==> config.mk <==
export PLATFORM = sky130hd
export DESIGN_NAME = coinc_trig_top
export DESIGN_NICKNAME = d
export VERILOG_FILES = /design/src/rtl/trig_pkg.sv /design/src/rtl/plane_front.sv /design/src/rtl/majority_vote.sv /design/src/rtl/trig_shaper.sv /design/src/rtl/coinc_trig_top.sv
export SDC_FILE = /design/constraint.sdc
export NUM_CORES = 1
export LEC_CHECK = 0
export BUFFER_PORTS_ARGS = -buffer_cell sky130_fd_sc_hd__buf_2
export CAP_MARGIN = 20
export CORE_MARGIN = 3
export CORE_UTILIZATION = 37
export CTS_BUF_LIST = sky130_fd_sc_hd__clkbuf_2 sky130_fd_sc_hd__clkbuf_4 sky130_fd_sc_hd__clkbuf_8
export DETAILED_ROUTE_END_ITERATION = 16
export GPL_ROUTABILITY_DRIVEN = 0
export GPL_TIMING_DRIVEN = 0
export PLACE_DENSITY = 0.66
export SETUP_SLACK_MARGIN = 0.2
export SLEW_MARGIN = 20
export SYNTH_ARGS = -nofsm -noshare
export SYNTH_HDL_FRONTEND = slang
export SYNTH_SLANG_ARGS = --single-unit
==> constraint.sdc <==
create_clock -name clk -period 3.2 [get_ports clk]
set_input_delay 0.64 -clock clk [delete_from_list [all_inputs] [get_ports clk]]
set_output_delay 0.64 -clock clk [all_outputs]
set_load 0.01 [all_outputs]
==> src/rtl/trig_pkg.sv <==
package trig_pkg;
  localparam int unsigned PLANES_DEF = 4;
  localparam int unsigned THRESH_DEF = 3;
  localparam int unsigned WIN_W_DEF  = 2;
  localparam int unsigned DEAD_W_DEF = 4;
  localparam int unsigned CNT_W_DEF  = 32;
endpackage

==> src/rtl/plane_front.sv <==
module plane_front #(
  parameter int unsigned WIN_W = 2
) (
  input  logic             clk,
  input  logic             rst_n,
  input  logic             hit_raw,
  input  logic [WIN_W-1:0] win_len,
  output logic             sync_lvl,
  output logic             rise,
  output logic             fired
);
  logic s1_q, s2_q, s3_q;
  logic [WIN_W-1:0] hold_q;

  always_ff @(posedge clk or negedge rst_n) begin
    if (!rst_n) begin
      s1_q <= 1'b0;
      s2_q <= 1'b0;
      s3_q <= 1'b0;
    end else begin
      s1_q <= hit_raw;
      s2_q <= s1_q;
      s3_q <= s2_q;
    end
  end

  assign sync_lvl = s2_q;
  assign rise     = s2_q & ~s3_q;

  always_ff @(posedge clk or negedge rst_n) begin
    if (!rst_n)              hold_q <= '0;
    else if (rise)           hold_q <= win_len;
    else if (hold_q != '0)   hold_q <= hold_q - 1'b1;
  end

  assign fired = rise | (hold_q != '0);

  assert_window_hold_R4: assert property (@(posedge clk) disable iff (!rst_n)
    (fired && !rise) |-> $past(fired));
endmodule

==> src/rtl/majority_vote.sv <==
module majority_vote #(
  parameter int unsigned N_PLANES = 4,
  parameter int unsigned THRESH   = 3
) (
  input  logic [N_PLANES-1:0] fired,
  input  logic [N_PLANES-1:0] plane_en,
  output logic [N_PLANES-1:0] voted,
  output logic                coinc
);
  function automatic int unsigned ones(input logic [N_PLANES-1:0] v);
    int unsigned n = 0;
    for (int i = 0; i < int'(N_PLANES); i++) n += int'(v[i]);
    return n;
  endfunction

  assign voted = fired & plane_en;
  assign coinc = ones(voted) >= THRESH;
endmodule

==> src/rtl/trig_shaper.sv <==
module trig_shaper #(
  parameter int unsigned DEAD_W = 4
) (
  input  logic              clk,
  input  logic              rst_n,
  input  logic              coinc,
  input  logic              quiet,
  input  logic [DEAD_W-1:0] dead_len,
  output logic              fire,
  output logic              trig_out
);
  logic              armed_q;
  logic [DEAD_W-1:0] dead_q;

  function automatic logic [DEAD_W-1:0] dead_load(input logic [DEAD_W-1:0] len);
    return (len == '0) ? DEAD_W'(1) : len;
  endfunction

  assign fire = coinc & armed_q;

  always_ff @(posedge clk or negedge rst_n) begin
    if (!rst_n) begin
      armed_q  <= 1'b1;
      dead_q   <= '0;
      trig_out <= 1'b0;
    end else begin
      trig_out <= fire;
      if (fire) begin
        armed_q <= 1'b0;
        dead_q  <= dead_load(dead_len);
      end else if (!armed_q) begin
        if (dead_q != '0) dead_q  <= dead_q - 1'b1;
        else if (quiet)   armed_q <= 1'b1;
      end
    end
  end

  assert_one_wide_R3: assert property (@(posedge clk) disable iff (!rst_n)
    trig_out |=> !trig_out);
  assert_no_back_to_back_R6: assert property (@(posedge clk) disable iff (!rst_n)
    trig_out |-> !fire);
endmodule

==> src/rtl/coinc_trig_top.sv <==
module coinc_trig_top
  import trig_pkg::*;
#(
  parameter int unsigned N_PLANES = PLANES_DEF,
  parameter int unsigned THRESH   = THRESH_DEF,
  parameter int unsigned WIN_W    = WIN_W_DEF,
  parameter int unsigned DEAD_W   = DEAD_W_DEF,
  parameter int unsigned CNT_W    = CNT_W_DEF
) (
  input  logic                clk,
  input  logic                rst_n,
  input  logic [N_PLANES-1:0] hit_in,
  input  logic [N_PLANES-1:0] plane_en,
  input  logic [WIN_W-1:0]    win_len,
  input  logic [DEAD_W-1:0]   dead_len,
  input  logic                cnt_clr,
  output logic                trig_out,
  output logic                coinc_flag,
  output logic [CNT_W-1:0]    trig_count,
  output logic [N_PLANES-1:0] last_pattern
);
  logic [N_PLANES-1:0] sync_lvl, rise, fired, voted;
  logic coinc, quiet, fire;

  for (genvar g = 0; g < int'(N_PLANES); g++) begin : g_plane
    plane_front #(.WIN_W(WIN_W)) front_i (
      .clk(clk), .rst_n(rst_n), .hit_raw(hit_in[g]), .win_len(win_len),
      .sync_lvl(sync_lvl[g]), .rise(rise[g]), .fired(fired[g])
    );
  end

  majority_vote #(.N_PLANES(N_PLANES), .THRESH(THRESH)) vote_i (
    .fired(fired), .plane_en(plane_en), .voted(voted), .coinc(coinc)
  );

  assign quiet = ((sync_lvl & plane_en) == '0) && (voted == '0);

  trig_shaper #(.DEAD_W(DEAD_W)) shaper_i (
    .clk(clk), .rst_n(rst_n), .coinc(coinc), .quiet(quiet),
    .dead_len(dead_len), .fire(fire), .trig_out(trig_out)
  );

  always_ff @(posedge clk or negedge rst_n) begin
    if (!rst_n) begin
      coinc_flag   <= 1'b0;
      trig_count   <= '0;
      last_pattern <= '0;
    end else begin
      coinc_flag <= coinc;
      if (cnt_clr) begin
        trig_count   <= '0;
        last_pattern <= '0;
      end else if (fire) begin
        trig_count   <= trig_count + 1'b1;
        last_pattern <= voted;
      end
    end
  end

  assert_trig_has_flag_R10: assert property (@(posedge clk) disable iff (!rst_n)
    trig_out |-> coinc_flag);
  assert_count_step_R7: assert property (@(posedge clk) disable iff (!rst_n)
    (fire && !cnt_clr) |=> trig_count == $past(trig_count) + 1'b1);
  assert_clear_R9: assert property (@(posedge clk) disable iff (!rst_n)
    cnt_clr |=> (trig_count == '0 && last_pattern == '0));
  assert_pattern_R5: assert property (@(posedge clk) disable iff (!rst_n)
    (trig_out && !$past(cnt_clr)) |->
      ($countones(last_pattern) >= THRESH && (last_pattern & ~$past(plane_en)) == '0));
endmodule

* Word-level counts from Yosys, hierarchy flattened *
Cells that the tools add are included.

operators by class
  $add $sub $neg = 9
  $lt $le $gt $ge = 1
  equality and inequality tests = 1
  multiplexer cells = 20
  bitwise logic cells = 15
  reductions and logical operators = 16

operator list
  kind                                                                 count
  adder 32 x 1 -> 32 bit                                               2
  2-to-1 mux 32 bit                                                    2
  adder 32 x 1 -> 32 bit (second input constant)                       1
  greater-or-equal comparator 32 x 2 -> 1 bit (second input constant)  1
  2-to-1 mux 4 bit                                                     6
  nonzero test 2 bit                                                   10
  2-to-1 mux 2 bit                                                     8
  zero test 4 bit                                                      3
  AND 4 bit                                                            2
  subtractor 2 x 1 -> 2 bit (second input constant)                    4
  AND 1 bit                                                            5
  2-to-1 mux 1 bit                                                     4
  NOT 1 bit                                                            4
  bitwise OR 1 bit                                                     4
  nonzero test 4 bit                                                   1
  subtractor 4 x 1 -> 4 bit (second input constant)                    1
  adder 1 x 1 -> 2 bit                                                 1
  inequality test 2 x 1 -> 1 bit (second input constant)               1
  AND reduction 2 bit                                                  1
  logical AND 1 bit                                                    1

storage, ports and cells
  flip-flop bits (word level) = 63
  input bits = 17
  output and inout bits = 38
  word-level logic and storage cells = 84

* Longest topological paths before layout *
Gate-level depths: netlist of run 1.

  depth in word-level cells = 11
  mapped depth = 13
  gate-level depth less buffers = 12

* Hierarchy *
Synthesis of run 1 repeated with hierarchy kept, for this count alone.

unflattened totals
  cells, all modules = 307
  area, all modules = 3244.4 um^2

by module, submodules not included
  module          times used  cells each  area each (um^2)  seq. area each (um^2)
  coinc_trig_top  1           191         1909.3            925.9
  plane_front     4           17          220.2             125.1
  trig_shaper     1           35          357.8             151.4
  majority_vote   1           13          96.3              0.0

* Least setup slack after synthesis of run 1 *
OpenSTA, ideal clock, no wires.

  path kind = input-to-reg
  start = in plane_en[0]
  end = reg trig_count[31]
  library setup time = 0.128 ns
  arrival = 3.102 ns
  data required time = 3.072 ns
  path slack = -0.029 ns
  stages = 10
  buffers on the path = 1
  path through = a21boi_0 ha_1 fa_1 ha_1 a21oi_1 inv_2 nand2_1 clkbuf_1 nor4_1 mux2_1

between the ends
  cells in the longest elaborated chain, start to end = 7

RTL lines
  element                                      line                  RTL
  start, declared                              coinc_trig_top.sv:13  input logic [N_PLANES-1:0] plane_en,
  AND 4 bit                                    majority_vote.sv:16   assign voted = fired & plane_en;
  adder 1 x 1 -> 2 bit                         majority_vote.sv:12   for (int i = 0; i < int'(N_PLANES); i++) n += int'(v[i]);
  adder 32 x 1 -> 32 bit (2 in series)         majority_vote.sv:12
  greater-or-equal comparator 32 x 2 -> 1 bit  majority_vote.sv:17   assign coinc = ones(voted) >= THRESH;
  via coinc                                    coinc_trig_top.sv:23  logic coinc, quiet, fire;
  AND 1 bit                                    trig_shaper.sv:19     assign fire = coinc & armed_q;
  nonzero test 2 bit (no line)                 --
  end signal, assigned                         coinc_trig_top.sv:54  trig_count <= trig_count + 1'b1;
  end, declared                                coinc_trig_top.sv:19  output logic [CNT_W-1:0] trig_count,

The timed path passes the listed nets, and every way through them passes these cells.
A chain may end at the register's enable or synchronous reset.

* Worst setup path after layout of run 1 *
  start = reg g_plane[1].front_i.hold_q[0]
  end = reg trig_count[16]

between the ends
  cells in the longest elaborated chain, start to end = 9

RTL lines
  element                                      line                  RTL
  start, declared                              plane_front.sv:13     logic [WIN_W-1:0] hold_q;
  start signal, assigned                       plane_front.sv:32     else if (rise) hold_q <= win_len;
  start signal, assigned                       plane_front.sv:33     else if (hold_q != '0) hold_q <= hold_q - 1'b1;
  nonzero test 2 bit                           plane_front.sv:36     assign fired = rise | (hold_q != '0);
  bitwise OR 1 bit                             plane_front.sv:36
  AND 4 bit                                    majority_vote.sv:16
  adder 1 x 1 -> 2 bit                         majority_vote.sv:12
  adder 32 x 1 -> 32 bit (2 in series)         majority_vote.sv:12
  greater-or-equal comparator 32 x 2 -> 1 bit  majority_vote.sv:17
  via coinc                                    coinc_trig_top.sv:23
  AND 1 bit                                    trig_shaper.sv:19
  nonzero test 2 bit (no line)                 --

The timed path passes the listed nets, and every way through them passes these cells.

==> flow_summary.toml, run 1 <==
[run_status]
status = "completed"

[synth]
async_flop_share_pct = 100
netlist_area_um2 = 3150
syn_avg_cell_area_um2 = 9.92
synth_ff_type = "dfrtp_1"
synth-edff-count = 0
synth_cell_types = 43
syn_inst = 317
yosys_warnings = 0
synth.ff_latch_count = 63
syn-num-nets = 344
ys_seq_area_share_pct = 50.2

[cts]
root_buffer = "clkbuf_8"
cts-buffers-inserted = 9
holdBufCountCts = 0
cts.htree.levels = 3
cts_tree = "built"
cts_buffer_depth = 2
clkSinkCount = 63
path_clk_slew_ns = 0.07
insertion_delay_ns = 0.34

[route]
via_per_inst = 5.34
firstDrtPassIters = 6
drtIter0Drc = 120
vias = 2657
wl_um = 7300
drc = 0
wl_per_cell_um = 14.6
antenna_left = 0

[sta]
rsz0062_at_grt = "yes"
final-max-slew-violation-count = 0
period_share_pct = 91.3
worstMarginPinSlew_ns = 0.490
clock.fmax_mhz = 342
setup_viol = 0
max_slew_margin_pct = 67.3
tns_ns = 0
hold_viol = 0
finalCriticalPeriod_ns = 2.92
clock_skew_ns = 0.00728

[global_routing]
grt_pass1_vias = 2620
grt.total_usage_pct = 15.9
grt_overflow = 0
grt_first_pass_wirelength_um = 12600
grt_antenna_before_repair = 0
grt_max_degree = 54

[setup_path]
r2r_slack_ns = 0.28
r2r_start = "g_plane[1].front_i.hold_q[0]"
worst-setup-path-type = "reg -> reg"
path_cells = "inv_1 > ha_4 > a21boi_2 > ha_1 > fa_2 > ha_4 > a21oi_4 > inv_4 > nand3_4 > buf_6 > or4_2 > a21oi_1"
required_ns = 3.46
cp-startpoint = "g_plane[1].front_i.hold_q[0]"
crit_top_cell = "ha_4"
startpoint_type = "register"
crit_family = "adder cells"
path_buf_inv = 3
setup.worst_path.end_class = "register"
slowest_stage = "or4_2"
r2r_cells = 12
cp_max_fo = 10
r2r-end = "trig_count[16]"
worstPathArrival_ns = 3.18
cpPeakStageDelay_ns = 0.53

[place]
port_buffers = 53
dpl.hpwl_um = 5190

[cells_and_area]
drive_above_1_share_pct = 28.5
nets = 415
fin_util_pct = 48.2
ff_latch_area_um2 = 1580
multi_input_area_um2 = 1500
antennaDiodeCount = 0
areaGrowthSynthToFinish_pct = 25.9
nFillCells = 753

[run]
drv_cap = 0

[power]
finalPower_mw = 2.45
intPower_mw = 1.69
p_per_area_nw_per_um2 = 618
peakVddDrop_mv = 0.218
leakage_nw = 1.81
p_comb_share_pct = 30.6
pwr-share-seq_pct = 39.6
power_frac_clock_pct = 29.8
p_sw_mw = 0.759
switching_share_pct = 31.0

[floorplanning]
start_util_pct = 38.3
core_area_um2 = 8220
die_y_um = 98.2
rows = 33
fp.dieW_um = 98.2
fp.dieArea_um2 = 9640
ios = 55

[hold_path]
hold_path.class = "in -> async"
worst max path at each step:
stage | to | slack, ns | cells past startpoint
final | trig_count[16] | 0.28 | 12
after global routing | trig_count[31] | 0.16 | 12
after CTS | trig_count[16] | 0.21 | 12
after detailed placement | trig_count[31] | -0.31 | 11
after global placement | trig_count[31] | -0.29 | 11
after floorplan | trig_count[16] | 0.22 | 10
cell families after synthesis:
| kind of cell | after synthesis | synth area share (%) |
|---|---|---|
| AOI/OAI and AO/OA | 76 | 14.3 |
| xor gates and xnor gates | 13 | 3.62 |
| adders and majority gates | 10 | 4.22 |
| buffers and inverters | 34 | 5.65 |
| DFF | 63 | 50.2 |
| muxes | 3 | 1.07 |
| and+or+nand+nor | 118 | 21.0 |
stage by stage:
| step | setup WS, ns | cells | hold slack (ns) | area (µm²) |
|---|---|---|---|---|
| global route | 0.160 | 498 | 0.124 | 3960 |
| finish | 0.280 | 498 | 0.130 | 3960 |
| floorplan | 0.216 | 317 | 0.331 | 3160 |
| detailed placement | -0.310 | 476 | 0.335 | 3590 |
| global placement | -0.291 | 475 | 0.333 | 3560 |
| CTS | 0.213 | 496 | 0.121 | 3900 |
routing by layer:
layer  track usage, %  vias to the layer above  wire (µm)
li1                 -                     1298          -
met1             22.3                     1277       3420
met2             23.9                       72       3350
met3             3.57                       10        430
met4             6.72                        0         94
met5                0                        -          0
Yosys cell counts, types with 5 or more instances:
library cell	instances	share of area [%]
xnor2_1	5	1.4
inv_1	20	2.4
dfrtp_1	62	49
a21oi_1	41	6.5
ha_1	9	3.6
nand4_1	9	1.8
xor2_1	8	2.2
or4_1	18	4.3
o21ai_0	8	1.3
nand3_1	10	1.6
o31ai_1	18	4.3
clkbuf_1	5	0.60
buf_6	5	1.8
nand2_1	25	3.0
nor2_1	24	2.9
flip-flops by register name, summed over array words and instances (netlist names):
name                      count
coinc_flag                    1
g_plane.front_i.hold_q        8
g_plane.front_i.s1_q          4
g_plane.front_i.s3_q          4
g_plane.front_i.sync_lvl      4
last_pattern                  4
shaper_i.armed_q              1
shaper_i.dead_q               4
shaper_i.trig_out             1
trig_count                   32
worst reg2reg max path, stage by stage (launching register included):
cell and delay, ns:
dfrtp_1 0.38, inv_1 0.11, ha_4 0.17, a21boi_2 0.06, ha_1 0.32, fa_2 0.39
ha_4 0.29, a21oi_4 0.09, inv_4 0.12, nand3_4 0.10, buf_6 0.15, or4_2 0.53
a21oi_1 0.15
cells in the final DEF, fill, tap and decap left out, types with 4 or more instances in the layout:
master,instances
dfrtp_1,62
buf_2,52
a21oi_1,39
nor2_1,24
nand2_1,23
inv_1,19
o31ai_1,18
or4_1,18
clkbuf_8,13
nand4_1,9
o21ai_0,8
nand3_1,8
buf_4,8
xor2_1,8
buf_6,6
ha_1,6
xnor2_1,5
and3_1,4
power groups by stage:
stage,logic (mW),registers [mW],clock network [mW]
after floorplan,0.437,0.979,0
after global placement,0.557,0.980,0
after detailed placement,0.598,0.984,0
after CTS,0.693,0.971,0.747
after global routing,0.844,0.982,0.779
final,0.749,0.970,0.729
what timing repair did:
| action | CTS | global route |
|---|---|---|
| endpoints found under the setup margin | 33 | 16 |
| gates resized for setup | 14 | 10 |
| buffers inserted | 4 | 2 |
| pin swaps | 2 | 2 |
cell type report:
type / count / share of cell area, %
timing repair buffer: 60 / 8.59
clock buffer: 13 / 4.36
sequential: 63 / 39.8
tap: 105 / 3.32
inverter: 21 / 2.05
multi-input combinational: 220 / 37.9
buffer: 13 / 2.88
clock inverter: 3 / 1.01
No activity file was read; power rests on OpenSTA's default activity.
==> run 2, diff against run 1 <==
- BUFFER_PORTS_ARGS: -buffer_cell sky130_fd_sc_hd__buf_2 -> -buffer_cell sky130_fd_sc_hd__buf_4
==> run 2 against run 1 <==
  * Register-to-register slack improved by 0.02 ns
  * Critical path type unchanged
  * Die area unchanged
  * Count of clock-buffer cells in the layout fell by 1
  * Clock skew is 0.0022 ns higher
  * Largest cell class unchanged
  * Final cell count stayed put
  * Clock power down 5.1%
  * Routed wire length up 2.4%
  * Sequential power grew 0.4%
  * Combinational power increased by 0.9%
  * Critical path depth stayed put
  * Total power down 1.1%
  * Via count grew 1.0%
==> flow_summary.toml, run 2 (synthesis results as in run 1) <==
[power]
p_per_area_nw_per_um2 = 591
leakage_nw = 1.82
peakVddDrop_mv = 0.198

[sta]
final-max-slew-violation-count = 0
clock_skew_ns = 0.00952
finalCriticalPeriod_ns = 2.90
hold_viol = 0
clock.fmax_mhz = 345
rsz0062_at_grt = "no"
tns_ns = 0
period_share_pct = 90.5
setup_viol = 0
worstMarginPinSlew_ns = 0.797
max_slew_margin_pct = 46.8
whs_ns = 0.350

[run]
drv_cap = 0

[route]
via_per_inst = 5.39
drtIter0Drc = 153
vias = 2684
wl_per_cell_um = 15.0
wl_um = 7470
antenna_left = 0
drc = 0
firstDrtPassIters = 6

[run_status]
status = "completed"

[floorplanning]
core_area_um2 = 8220
ios = 55
die_y_um = 98.2
fp.dieArea_um2 = 9640
start_util_pct = 38.3
rows = 33
fp.dieW_um = 98.2

[cells_and_area]
reg_top3 = "trig_count x32, g_plane.front_i.hold_q x8"
largest_reg_flops = 32
nets = 415
nFillCells = 774
areaGrowthSynthToFinish_pct = 30.3
antennaDiodeCount = 0
drive_above_1_share_pct = 29.5
top_register = "trig_count"
mostFrequentLayoutCells = "dfrtp_1, buf_4, a21oi_1"
final_common_cell = "dfrtp_1"

[cts]
insertion_delay_ns = 0.34
holdBufCountCts = 0
clkSinkCount = 63
cts_buffer_depth = 2
cts-buffers-inserted = 9
cts_tree = "built"
cts.htree.levels = 3
root_buffer = "clkbuf_8"
path_clk_slew_ns = 0.07

[setup_path]
worst-setup-path-type = "reg -> reg"
r2r_slack_ns = 0.30
r2r_start = "g_plane[0].front_i.hold_q[0]"
worstPathArrival_ns = 3.16
setup.worst_path.end_class = "register"
startpoint_type = "register"
required_ns = 3.47
r2r-end = "trig_count[16]"
cp_max_fo = 5
r2r_cells = 12

[global_routing]
grt_pass1_vias = 2490
grt.total_usage_pct = 15.6
grt_antenna_before_repair = 0
grt_first_pass_wirelength_um = 12300
grt_overflow = 0
grt_max_degree = 64

[hold_path]
holdPathEnd = "g_plane[1].front_i.sync_lvl"
hp-start = "g_plane[1].front_i.s1_q"
hold_path_depth = 0
hold_path.class = "reg -> reg"

[place]
port_buffers = 53
dpl.hpwl_um = 5070
run 2: metrics by stage:
step	cells	power [mW]	setup slack (ns)	utilization (%)	area (µm²)
2_1_floorplan	317	1.42	0.216	-	3160
3_3_place_gp	475	1.55	-0.289	45.0	3690
3_5_place_dp	475	1.58	-0.309	45.0	3690
4_1_cts	495	2.37	0.202	48.5	3980
5_1_grt	498	2.58	0.208	49.9	4100
6_report	498	2.42	0.304	49.9	4100
run 2: worst max-delay path, stage by stage, from the launching register on:
cell      delay, ns
dfrtp_1        0.34
inv_1          0.07
ha_4           0.18
a21boi_4       0.17
ha_4           0.23
fa_2           0.41
ha_4           0.29
a21oi_4        0.09
inv_4          0.11
nand3_4        0.11
buf_6          0.15
or4_2          0.55
a21oi_2        0.14
run 2: routing by layer:
layer  part of all wire (%)  up-vias  track usage [%]
li1                       -     1287                -
met1                     47     1310             22.4
met2                     46       74             22.9
met3                    4.7       13             2.93
met4                    1.9        0             7.14
met5                      0        -                0
run 2: how the worst max path moves through the flow:
stage | from | end | slack (ns)
2_1_floorplan | plane_en[0] | trig_count[16] | 0.22
3_3_place_gp | plane_en[0] | trig_count[31] | -0.29
3_5_place_dp | plane_en[0] | trig_count[31] | -0.31
4_1_cts | g_plane[0].front_i.hold_q[0] | trig_count[16] | 0.20
5_1_grt | g_plane[1].front_i.hold_q[0] | trig_count[16] | 0.21
6_report | g_plane[0].front_i.hold_q[0] | trig_count[16] | 0.30
run 2: report_power, final:
group / switching (mW) / internal, mW
combinational: 0.393 / 0.363
sequential: 0.0664 / 0.907
clock: 0.298 / 0.395
total: 0.757 / 1.66
run 2: repair_timing:
action | in CTS | in global routing
pin swaps | 2 | 7
hold endpoints to repair | 0 | 0
setup endpoints to repair | 33 | 17
buffers inserted | 4 | 2
gates cloned | 0 | 1
resized for setup | 14 | 19
run 2: cell type report:
cell class | count | area, µm² | area share [%]
clock inverters | 4 | 45.0 | 1.10
clock buffers | 12 | 153 | 3.73
plain buffers | 13 | 115 | 2.81
multi-input cells | 220 | 1550 | 37.7
well taps | 105 | 131 | 3.21
inverters | 21 | 81.3 | 1.98
flip-flops and latches | 63 | 1580 | 38.5
repair buffers | 60 | 448 | 10.9
